$ cat src/rtl/mac40_pkg.sv
package mac40_pkg;

    // Interlock tracker states
    typedef enum logic [1:0] {
        HZ_IDLE = 2'd0,
        HZ_PEND = 2'd1,
        HZ_HOLD = 2'd2
    } hz_state_t;

endpackage

$ cat src/rtl/mac40_mult.sv
// Multiplies the low halves of two operands and extends the product to
// the accumulator width. A shared extension bit makes one signed
// multiplier serve both the unsigned and the signed variant.
module mac40_mult #(
    parameter int OPW   = 32,
    parameter int HALFW = 16,
    parameter int ACCW  = 40
) (
    input  logic            is_signed_i,
    input  logic [OPW-1:0]  a_i,
    input  logic [OPW-1:0]  b_i,
    output logic [ACCW-1:0] prod_o
);
    localparam int FW = 2 * (HALFW + 1);

    logic signed [HALFW:0] ea;
    logic signed [HALFW:0] eb;
    logic signed [FW-1:0]  full;

    always_comb begin
        ea     = {is_signed_i & a_i[HALFW-1], a_i[HALFW-1:0]};
        eb     = {is_signed_i & b_i[HALFW-1], b_i[HALFW-1:0]};
        full   = ea * eb;
        prod_o = {{(ACCW-FW){full[FW-1]}}, full};
    end
endmodule

$ cat src/rtl/mac40_acc.sv
// The two architectural registers that hold the running sum.
module mac40_acc #(
    parameter int OPW  = 32,
    parameter int ACCW = 40
) (
    input  logic            clk,
    input  logic            rst_n,
    input  logic            upd_i,
    input  logic [ACCW-1:0] sum_i,
    input  logic            lo_we_i,
    input  logic [OPW-1:0]  lo_wdata_i,
    input  logic            y_we_i,
    input  logic [OPW-1:0]  y_wdata_i,
    output logic [ACCW-1:0] acc_o,
    output logic [OPW-1:0]  lo_q_o,
    output logic [OPW-1:0]  y_q_o
);
    localparam int HIW = ACCW - OPW;

    always_ff @(posedge clk or negedge rst_n) begin
        if (!rst_n) begin
            lo_q_o <= '0;
            y_q_o  <= '0;
        end else if (upd_i) begin
            lo_q_o          <= sum_i[OPW-1:0];
            y_q_o[HIW-1:0]  <= sum_i[ACCW-1:OPW];
        end else begin
            if (lo_we_i) lo_q_o <= lo_wdata_i;
            if (y_we_i)  y_q_o  <= y_wdata_i;
        end
    end

    assign acc_o = {y_q_o[HIW-1:0], lo_q_o};
endmodule

$ cat src/rtl/mac40_hazard.sv
// Tracks the result in flight and holds a dependent successor one cycle.
module mac40_hazard
    import mac40_pkg::*;
#(
    parameter int IDXW = 5
) (
    input  logic            clk,
    input  logic            rst_n,
    input  logic            issue_i,
    input  logic [IDXW-1:0] rd_i,
    input  logic            slot_valid_i,
    input  logic            uses_b_i,
    input  logic [IDXW-1:0] rs1_i,
    input  logic [IDXW-1:0] rs2_i,
    output logic            stall_o
);
    hz_state_t       state_q, state_d;
    logic [IDXW-1:0] pend_rd_q;
    logic            hit;

    always_comb begin
        hit = slot_valid_i &&
              ((rs1_i == pend_rd_q) || (uses_b_i && (rs2_i == pend_rd_q)));
    end

    // State register and pending destination
    always_ff @(posedge clk or negedge rst_n) begin
        if (!rst_n) begin
            state_q   <= HZ_IDLE;
            pend_rd_q <= '0;
        end else begin
            state_q <= state_d;
            if (issue_i) pend_rd_q <= rd_i;
        end
    end

    // Next state
    always_comb begin
        state_d = HZ_IDLE;
        unique case (state_q)
            HZ_IDLE: state_d = issue_i ? HZ_PEND : HZ_IDLE;
            HZ_PEND: begin
                if (hit)          state_d = HZ_HOLD;
                else if (issue_i) state_d = HZ_PEND;
                else              state_d = HZ_IDLE;
            end
            HZ_HOLD: state_d = issue_i ? HZ_PEND : HZ_IDLE;
            default: state_d = HZ_IDLE;
        endcase
    end

    // Outputs
    always_comb begin
        stall_o = 1'b0;
        unique case (state_q)
            HZ_PEND: stall_o = hit;
            HZ_IDLE, HZ_HOLD: stall_o = 1'b0;
            default: stall_o = 1'b0;
        endcase
    end
endmodule

$ cat src/rtl/mac40_unit.sv
module mac40_unit #(
    parameter int OPW   = 32,
    parameter int HALFW = 16,
    parameter int ACCW  = 40,
    parameter int IDXW  = 5
) (
    input  logic            clk,
    input  logic            rst_n,
    input  logic            slot_valid,
    input  logic            slot_mac,
    input  logic            slot_signed,
    input  logic            slot_uses_b,
    input  logic [IDXW-1:0] slot_rs1,
    input  logic [IDXW-1:0] slot_rs2,
    input  logic [IDXW-1:0] slot_rd,
    input  logic [OPW-1:0]  opnd_a,
    input  logic [OPW-1:0]  opnd_b,
    input  logic            acc_lo_we,
    input  logic [OPW-1:0]  acc_lo_wdata,
    input  logic            y_we,
    input  logic [OPW-1:0]  y_wdata,
    output logic [OPW-1:0]  acc_lo_q,
    output logic [OPW-1:0]  y_q,
    output logic            wb_valid,
    output logic [IDXW-1:0] wb_idx,
    output logic [OPW-1:0]  wb_data,
    output logic            stall
);
    logic            issue;
    logic [ACCW-1:0] prod;
    logic [ACCW-1:0] acc;
    logic [ACCW-1:0] sum;

    assign issue = slot_valid & slot_mac & ~stall;
    assign sum   = acc + prod;

    mac40_mult #(.OPW(OPW), .HALFW(HALFW), .ACCW(ACCW)) u_mult (
        .is_signed_i (slot_signed),
        .a_i         (opnd_a),
        .b_i         (opnd_b),
        .prod_o      (prod)
    );

    mac40_acc #(.OPW(OPW), .ACCW(ACCW)) u_acc (
        .clk        (clk),
        .rst_n      (rst_n),
        .upd_i      (issue),
        .sum_i      (sum),
        .lo_we_i    (acc_lo_we),
        .lo_wdata_i (acc_lo_wdata),
        .y_we_i     (y_we),
        .y_wdata_i  (y_wdata),
        .acc_o      (acc),
        .lo_q_o     (acc_lo_q),
        .y_q_o      (y_q)
    );

    mac40_hazard #(.IDXW(IDXW)) u_hz (
        .clk          (clk),
        .rst_n        (rst_n),
        .issue_i      (issue),
        .rd_i         (slot_rd),
        .slot_valid_i (slot_valid),
        .uses_b_i     (slot_uses_b),
        .rs1_i        (slot_rs1),
        .rs2_i        (slot_rs2),
        .stall_o      (stall)
    );

    // Write-back register: the result reaches the register file one cycle
    // after issue and is readable from the cycle after that.
    always_ff @(posedge clk or negedge rst_n) begin
        if (!rst_n) begin
            wb_valid <= 1'b0;
            wb_idx   <= '0;
            wb_data  <= '0;
        end else begin
            wb_valid <= issue;
            if (issue) begin
                wb_idx  <= slot_rd;
                wb_data <= sum[OPW-1:0];
            end
        end
    end
endmodule

$ cat config.mk
export PLATFORM = sky130hd
export DESIGN_NAME = mac40_unit
export DESIGN_NICKNAME = d
export VERILOG_FILES = /design/src/rtl/mac40_pkg.sv /design/src/rtl/mac40_mult.sv /design/src/rtl/mac40_acc.sv /design/src/rtl/mac40_hazard.sv /design/src/rtl/mac40_unit.sv
export SDC_FILE = /design/constraint.sdc
export NUM_CORES = 1
export LEC_CHECK = 0
export BUFFER_PORTS_ARGS = -buffer_cell sky130_fd_sc_hd__buf_4
export CAP_MARGIN = 0
export CORE_ASPECT_RATIO = 1.25
export CORE_MARGIN = 5
export CORE_UTILIZATION = 50
export CTS_BUF_LIST = sky130_fd_sc_hd__clkbuf_16
export DETAILED_ROUTE_END_ITERATION = 8
export PLACE_DENSITY = 0.75
export SYNTH_ARGS = -nofsm -noshare
export SYNTH_HDL_FRONTEND = slang
export SYNTH_SLANG_ARGS = --single-unit
export TNS_END_PERCENT = 1
$ cat constraint.sdc
create_clock -name clk -period 5.4 [get_ports clk]
set_clock_uncertainty 0.2 [all_clocks]
set_input_delay 0.81 -clock clk [delete_from_list [all_inputs] [get_ports clk]]
set_output_delay 0.81 -clock clk [all_outputs]
set_load 0.005 [all_outputs]
==> results of run 1 <==
-- logic make-up (layout without fill, tap and decap cells) --
kind of cell             count (synthesis)  count (layout)  synth area share
buffers and inverters                  399             856            0.0880
AO/OA/AOI/OAI                          272             272             0.105
AND/OR/NAND/NOR                        534             534             0.151
flip-flops                             104             104             0.152
adder cells (fa/ha/maj)                421             421             0.439
multiplexers                            43              43            0.0270
XOR/XNOR                                73              73            0.0374
-- stage by stage --
step | instance area, µm² | cells | setup slack (ns)
finish | 22200 | 2726 | -2.76
detailed placement | 21200 | 2701 | -3.37
global placement | 21200 | 2701 | -3.27
CTS | 21900 | 2722 | -2.71
floorplan | 17200 | 1846 | -2.82
global route | 22200 | 2726 | -3.02
-- cell usage in the layout (no fill, tap or decap), drive strengths merged, types with 8 or more instances in the layout --
master,instances
buf,507
nand2,251
mux2i,18
dfrtp,104
o21a,15
o21bai,13
xor2,26
xnor2,47
o21ai,57
a31oi,8
ha,123
or2,8
and3,15
fa,298
inv,336
and2,125
a21o,31
a211oi,28
mux2,25
nor3,12
nand3,14
clkbuf,9
a21oi,84
nor2,50
nor2b,32
-- final cells by class --
class,instances,share of cell area
well taps,423,0.0238
inverters,333,0.0563
flip-flops and latches,104,0.117
clock buffers,9,0.0101
clock inverters,7,0.00287
multi-input cells,1343,0.614
repair buffers,507,0.176
-- registers in the layout, indices dropped and copies added, names as in the netlist --
name and count:
u_acc.lo_q_o 32, u_acc.y_q_o 32, wb_data 32, u_hz.pend_rd_q 5, u_hz.state_q 2, wb_valid 1
-- layer usage --
metal / vias up / GRT usage / routed length (µm)
met4: 0 / 0.0857 / 1640
met2: 445 / 0.457 / 24300
li1: 6693 / - / -
met1: 7224 / 0.321 / 18600
met5: - / 0 / 0
met3: 96 / 0.0430 / 2740
-- path summary, 6_finish.rpt --
kind	start	to	slack, ns
worst max-delay path	opnd_b[5]	u_acc.y_q_o[6]	-2.76
worst min-delay path	rst_n	u_acc.y_q_o[24]	0.29
worst max register to register	u_hz.pend_rd_q[2]	u_acc.y_q_o[27]	1.86
worst min register to register	wb_data[5]	wb_data[5]	0.29
max in group asynchronous	rst_n	u_acc.lo_q_o[24]	3.58
min in group clk	wb_data[5]	wb_data[5]	0.29
-- timing repair --
| action | CTS | global route |
|---|---|---|
| buffers inserted | 5 | 4 |
| resized for setup | 78 | 70 |
| gates cloned | 0 | 0 |
| pin swaps | 61 | 39 |
| endpoints found under the hold margin | 0 | 0 |
| setup endpoints to repair | 55 | 58 |
| hold buffers | 0 | 0 |
==> Flow_metrics.wiki, run 1 <==
{| class="wikitable"
! Metric !! Value
|-
| Result of the run || finished, violations left
|-
| Failing checks || setup timing
|-
| Worst-path maximum fanout || 8
|-
| Cell type with the largest total area after synthesis || sky130_fd_sc_hd__fa_1
|-
| Number of enable flip-flop cells after synthesis || 0
|-
| CTS tree || done
|-
| Setup violations, final || 54
|-
| Number of warnings reported in the yosys synthesis log || 0
|-
| Largest net degree at the start of global routing || 55
|-
| Number of hold-slack violations in the final timing report || 0
|-
| Count of clock tree sinks || 104
|-
| Insertion delay to the later sink of the worst-skew pair || 0.35 ns
|-
| Die Outline Area || 0.0380 mm²
|-
| Data arrival, critical path || 8.18 ns
|-
| Gate Count Post-Synth || 1846
|-
| Total number of vias || 14500
|-
| Vias in the first global route || 16100
|-
| Final Util || 0.659
|-
| Worst Hold Slack || 0.289 ns
|-
| Synth Area per Inst || 9.25 µm²
|-
| Fraction of layout cells with a size suffix above 1 || 0.294
|-
| Share of flip-flops with an asynchronous set or reset after synthesis || 1.00
|-
| Setup_tns || -93.94 ns
|-
| Drt wl/cell || 17.3 µm
|-
| Critical Path Stages || 33
|-
| DRC marker count from the first detailed-route iteration || 642
|-
| Flip-flop and latch area || 0.00260 mm²
|-
| Width of the die || 175 µm
|-
| Cell types with the highest counts after synthesis || sky130_fd_sc_hd__inv_1, sky130_fd_sc_hd__fa_1, sky130_fd_sc_hd__nand2_1
|-
| Initial DRT Pass Iterations || 8
|-
| Count of unique library cells instantiated by Yosys || 71
|-
| Number of clock buffers inserted by TritonCTS || 9
|-
| Number of I/O pins || 254
|-
| Setup repair after global routing missed its margin || true
|-
| Antenna Violating Nets Remaining || 0
|-
| Most common flop cell mapped by yosys || sky130_fd_sc_hd__dfrtp_1
|-
| Slew of the pin with the lowest slew margin || 1.11 ns
|-
| Clock tree buffer depth || 2
|-
| Max Clk Rate || 123 MHz
|-
| Cell types occupying the most area after synthesis || sky130_fd_sc_hd__fa_1, sky130_fd_sc_hd__dfrtp_1, sky130_fd_sc_hd__ha_1, sky130_fd_sc_hd__inv_1, sky130_fd_sc_hd__nand2_1
|-
| Worst hold path class || input pin to asynchronous set/reset pin
|-
| Gr ovfl total || 0
|-
| Final net count || 2870
|-
| Register clock-pin slew on the reported worst setup and hold paths || 0.08 ns
|-
| Post-detailed-routing wire length || 47.3 mm
|-
| Area of combinational cells with multiple inputs || 0.0136 mm²
|-
| Clk Tree Root Cell || sky130_fd_sc_hd__clkbuf_16
|-
| Path type of the worst setup path || input pin to flip-flop
|-
| Max-capacitance violation count || 0
|-
| Antenna diode count || 0
|-
| Vertical die dimension || 217 µm
|-
| Final max-slew violation count || 0
|-
| Mapped Area || 0.0171 mm²
|-
| Required arrival time at the worst endpoint || 5.42 ns
|-
| Core Box Area || 0.0337 mm²
|-
| Post-Syn Nets || 2418
|-
| Count of port buffers added during placement || 221
|-
| Antenna violations before repair || 0
|-
| Kind of end point of the critical path || flip-flop
|-
| Fin crit share || 1.51
|-
| Area fraction of the dominant cell type after synthesis || 0.349
|-
| Count of unresolved DRC violations after routing || 0
|-
| Final worst-path setup slack || -2.76 ns
|-
| Global-route wire length before repair || 80.7 mm
|-
| Flops & latches, synth || 104
|-
| Depth of the worst register-to-register path || 8
|-
| Number of fill cells in the layout || 2623
|-
| Final critical delay including setup and external delays || 8.16 ns
|-
| Most frequent cell after synthesis || sky130_fd_sc_hd__inv_1
|-
| Startpoint class of the critical path || input pin
|-
| Detailed placement HPWL || 40.7 mm
|-
| Most common cell type on the critical path || sky130_fd_sc_hd__fa_1
|-
| All-layer global routing usage || 0.258
|-
| Mean number of vias per cell || 5.30
|-
| Combined buffer and inverter count along the critical path || 5
|-
| Maximum single-stage delay on the critical path || 0.56 ns
|-
| Starting Density || 0.507
|-
| H-tree Lvls || 3
|-
| Gate family responsible for the most delay along the worst path || adder cells
|-
| Worst slew margin relative to its limit || 0.259
|-
| Synth-to-Final Area Change || 30.0%
|-
| Placer Congestion || 0.919
|-
| Number of rows in the core area || 75
|-
| Sequential area share after synthesis || 0.152
|-
| Master of the slowest instance on the critical path || sky130_fd_sc_hd__fa_1
|}
Power of run 1 is not shown: default switching activity piles up to over one toggle a cycle in this logic, so the estimate is an artifact.
==> run 2: changes to the inputs <==
==> constraint.sdc (replaced) <==
create_clock -name clk -period 7.8 [get_ports clk]
set_clock_uncertainty 0.2 [all_clocks]
set_input_delay 1.17 -clock clk [delete_from_list [all_inputs] [get_ports clk]]
set_output_delay 1.17 -clock clk [all_outputs]
set_load 0.005 [all_outputs]
==> run 2 against run 1 <==
The flow still finishes with violations (setup timing). Clock-buffer cell count unchanged. Final cell count shrank 0.77%. Worst hold slack worse by 0.0080 ns. Flip-flop and latch count unchanged. Design area decreased by 2.6%. Die area unchanged. Critical path type unchanged.
==> Flow_metrics.wiki, run 2 (same netlist as run 1, synthesis figures left out) <==
{| class="wikitable"
! Metric !! Value
|-
| Register clock-pin slew on the reported worst setup and hold paths || 0.07 ns
|-
| Width of the die || 175 µm
|-
| Failing checks || setup timing
|-
| Biggest regs || u_acc.lo_q_o: 32 flops, u_acc.y_q_o: 32 flops, wb_data: 32 flops
|-
| Clk Tree Root Cell || sky130_fd_sc_hd__clkbuf_16
|-
| Total number of vias || 14300
|-
| Number of fill cells in the layout || 2688
|-
| All-layer global routing usage || 0.254
|-
| Clock tree buffer depth || 2
|-
| Startpoint class of the critical path || input pin
|-
| Slew of the pin with the lowest slew margin || 1.15 ns
|-
| Gr ovfl total || 0
|-
| Final Util || 0.642
|-
| Count of unresolved DRC violations after routing || 0
|-
| Antenna violations before repair || 0
|-
| Worst hold path class || flip-flop to flip-flop
|-
| Post-detailed-routing wire length || 46.1 mm
|-
| Master of the slowest instance on the critical path || sky130_fd_sc_hd__fa_1
|-
| Worst slew margin relative to its limit || 0.230
|-
| Core Box Area || 0.0337 mm²
|-
| Most common cell type on the critical path || sky130_fd_sc_hd__fa_1
|-
| Number of clock buffers inserted by TritonCTS || 9
|-
| Placer Congestion || 0.926
|-
| Initial DRT Pass Iterations || 4
|-
| Vertical die dimension || 217 µm
|-
| Fraction of layout cells with a size suffix above 1 || 0.259
|-
| Detailed placement HPWL || 39.9 mm
|-
| Mean number of vias per cell || 5.28
|-
| Required arrival time at the worst endpoint || 7.79 ns
|-
| Result of the run || finished, violations left
|-
| Data arrival, critical path || 8.54 ns
|-
| Antenna Violating Nets Remaining || 0
|-
| CTS tree || done
|-
| Final critical delay including setup and external delays || 8.55 ns
|-
| Final max-slew violation count || 0
|-
| Antenna diode count || 0
|-
| Number of I/O pins || 254
|-
| Synth-to-Final Area Change || 26.6%
|-
| H-tree Lvls || 3
|-
| Count of port buffers added during placement || 221
|-
| Largest net degree at the start of global routing || 75
|-
| DRC marker count from the first detailed-route iteration || 581
|-
| Number of rows in the core area || 75
|-
| Vias in the first global route || 16200
|-
| Maximum single-stage delay on the critical path || 0.55 ns
|-
| Starting Density || 0.507
|-
| Count of clock tree sinks || 104
|-
| Insertion delay to the later sink of the worst-skew pair || 0.35 ns
|-
| Final worst-path setup slack || -0.751 ns
|-
| Worst-path maximum fanout || 8
|-
| Most common cell after layout, fill and taps aside || sky130_fd_sc_hd__buf_4
|-
| Setup repair after global routing missed its margin || true
|-
| Number of hold-slack violations in the final timing report || 0
|-
| Drt wl/cell || 17.0 µm
|-
| Max-capacitance violation count || 0
|-
| Final net count || 2851
|-
| Max Clk Rate || 117 MHz
|-
| Most used cells in the layout excluding fill and tap cells || sky130_fd_sc_hd__buf_4, sky130_fd_sc_hd__inv_1, sky130_fd_sc_hd__fa_1, sky130_fd_sc_hd__nand2_1
|-
| Global-route wire length before repair || 79.3 mm
|-
| Combined buffer and inverter count along the critical path || 7
|-
| Setup violations, final || 27
|-
| Kind of end point of the critical path || flip-flop
|-
| Die Outline Area || 0.0380 mm²
|-
| Gate family responsible for the most delay along the worst path || adder cells
|-
| Path type of the worst setup path || input pin to flip-flop
|-
| Fin crit share || 1.10
|}
run 2: cell count changes in the layout (fill, tap and decap cells not counted), sizes merged:
cell	delta
buf	-19
clkinv	-2
run 2: final timing paths:
check | startpoint | end | slack, ns | depth (start not counted)
worst max-delay path | opnd_b[5] | u_acc.y_q_o[5] | -0.75 | 34
worst max register to register | u_hz.pend_rd_q[2] | u_acc.lo_q_o[14] | 3.85 | 11
worst min register to register | wb_data[17] | wb_data[17] | 0.28 | 2
worst min-delay path | wb_data[17] | wb_data[17] | 0.28 | 2
min in group asynchronous | rst_n | u_acc.y_q_o[20] | 0.54 | 1
max in group asynchronous | rst_n | u_acc.y_q_o[14] | 5.56 | 2
run 2: worst min-delay path: stages, from the launching register on:
cell                      delay, ns
sky130_fd_sc_hd__dfrtp_1       0.35
sky130_fd_sc_hd__nand2_1       0.05
sky130_fd_sc_hd__nand2_1       0.06
run 2: cell type report:
type | instances | area (µm²) | share of cell area
multi-input combinational | 1343 | 13300 | 0.615
timing repair buffer | 488 | 3680 | 0.170
sequential | 104 | 2600 | 0.120
inverter | 333 | 1250 | 0.0578
tap | 423 | 529 | 0.0245
clock buffer | 9 | 225 | 0.0104
clock inverter | 5 | 41.3 | 0.00191
run 2: metrics by stage:
step	hold slack, ns	setup TNS, ns	cells	setup slack (ns)	cell area (µm²)
floorplan	0.270	-7.65	1846	-0.778	17200
global placement	0.262	-22.98	2689	-1.17	21100
detailed placement	0.264	-26.24	2689	-1.25	21100
CTS	0.283	-8.93	2703	-0.746	21500
global route	0.319	-20.76	2705	-1.14	21600
finish	0.281	-10.16	2705	-0.751	21600
run 2: layer usage:
metal | track usage | share of wire
met5 | 0 | 0
met4 | 0.0914 | 0.036
met3 | 0.0417 | 0.053
met2 | 0.450 | 0.51
met1 | 0.313 | 0.40
run 2: timing repair:
item                                    in CTS  in global routing
hold buffers                                 0                  0
buffers inserted                             0                  2
hold endpoints to repair                     0                  0
pin swaps                                   21                 11
endpoints found under the setup margin      32                 38
gates resized for setup                     37                 17
Power of run 2 is left out for the same reason.
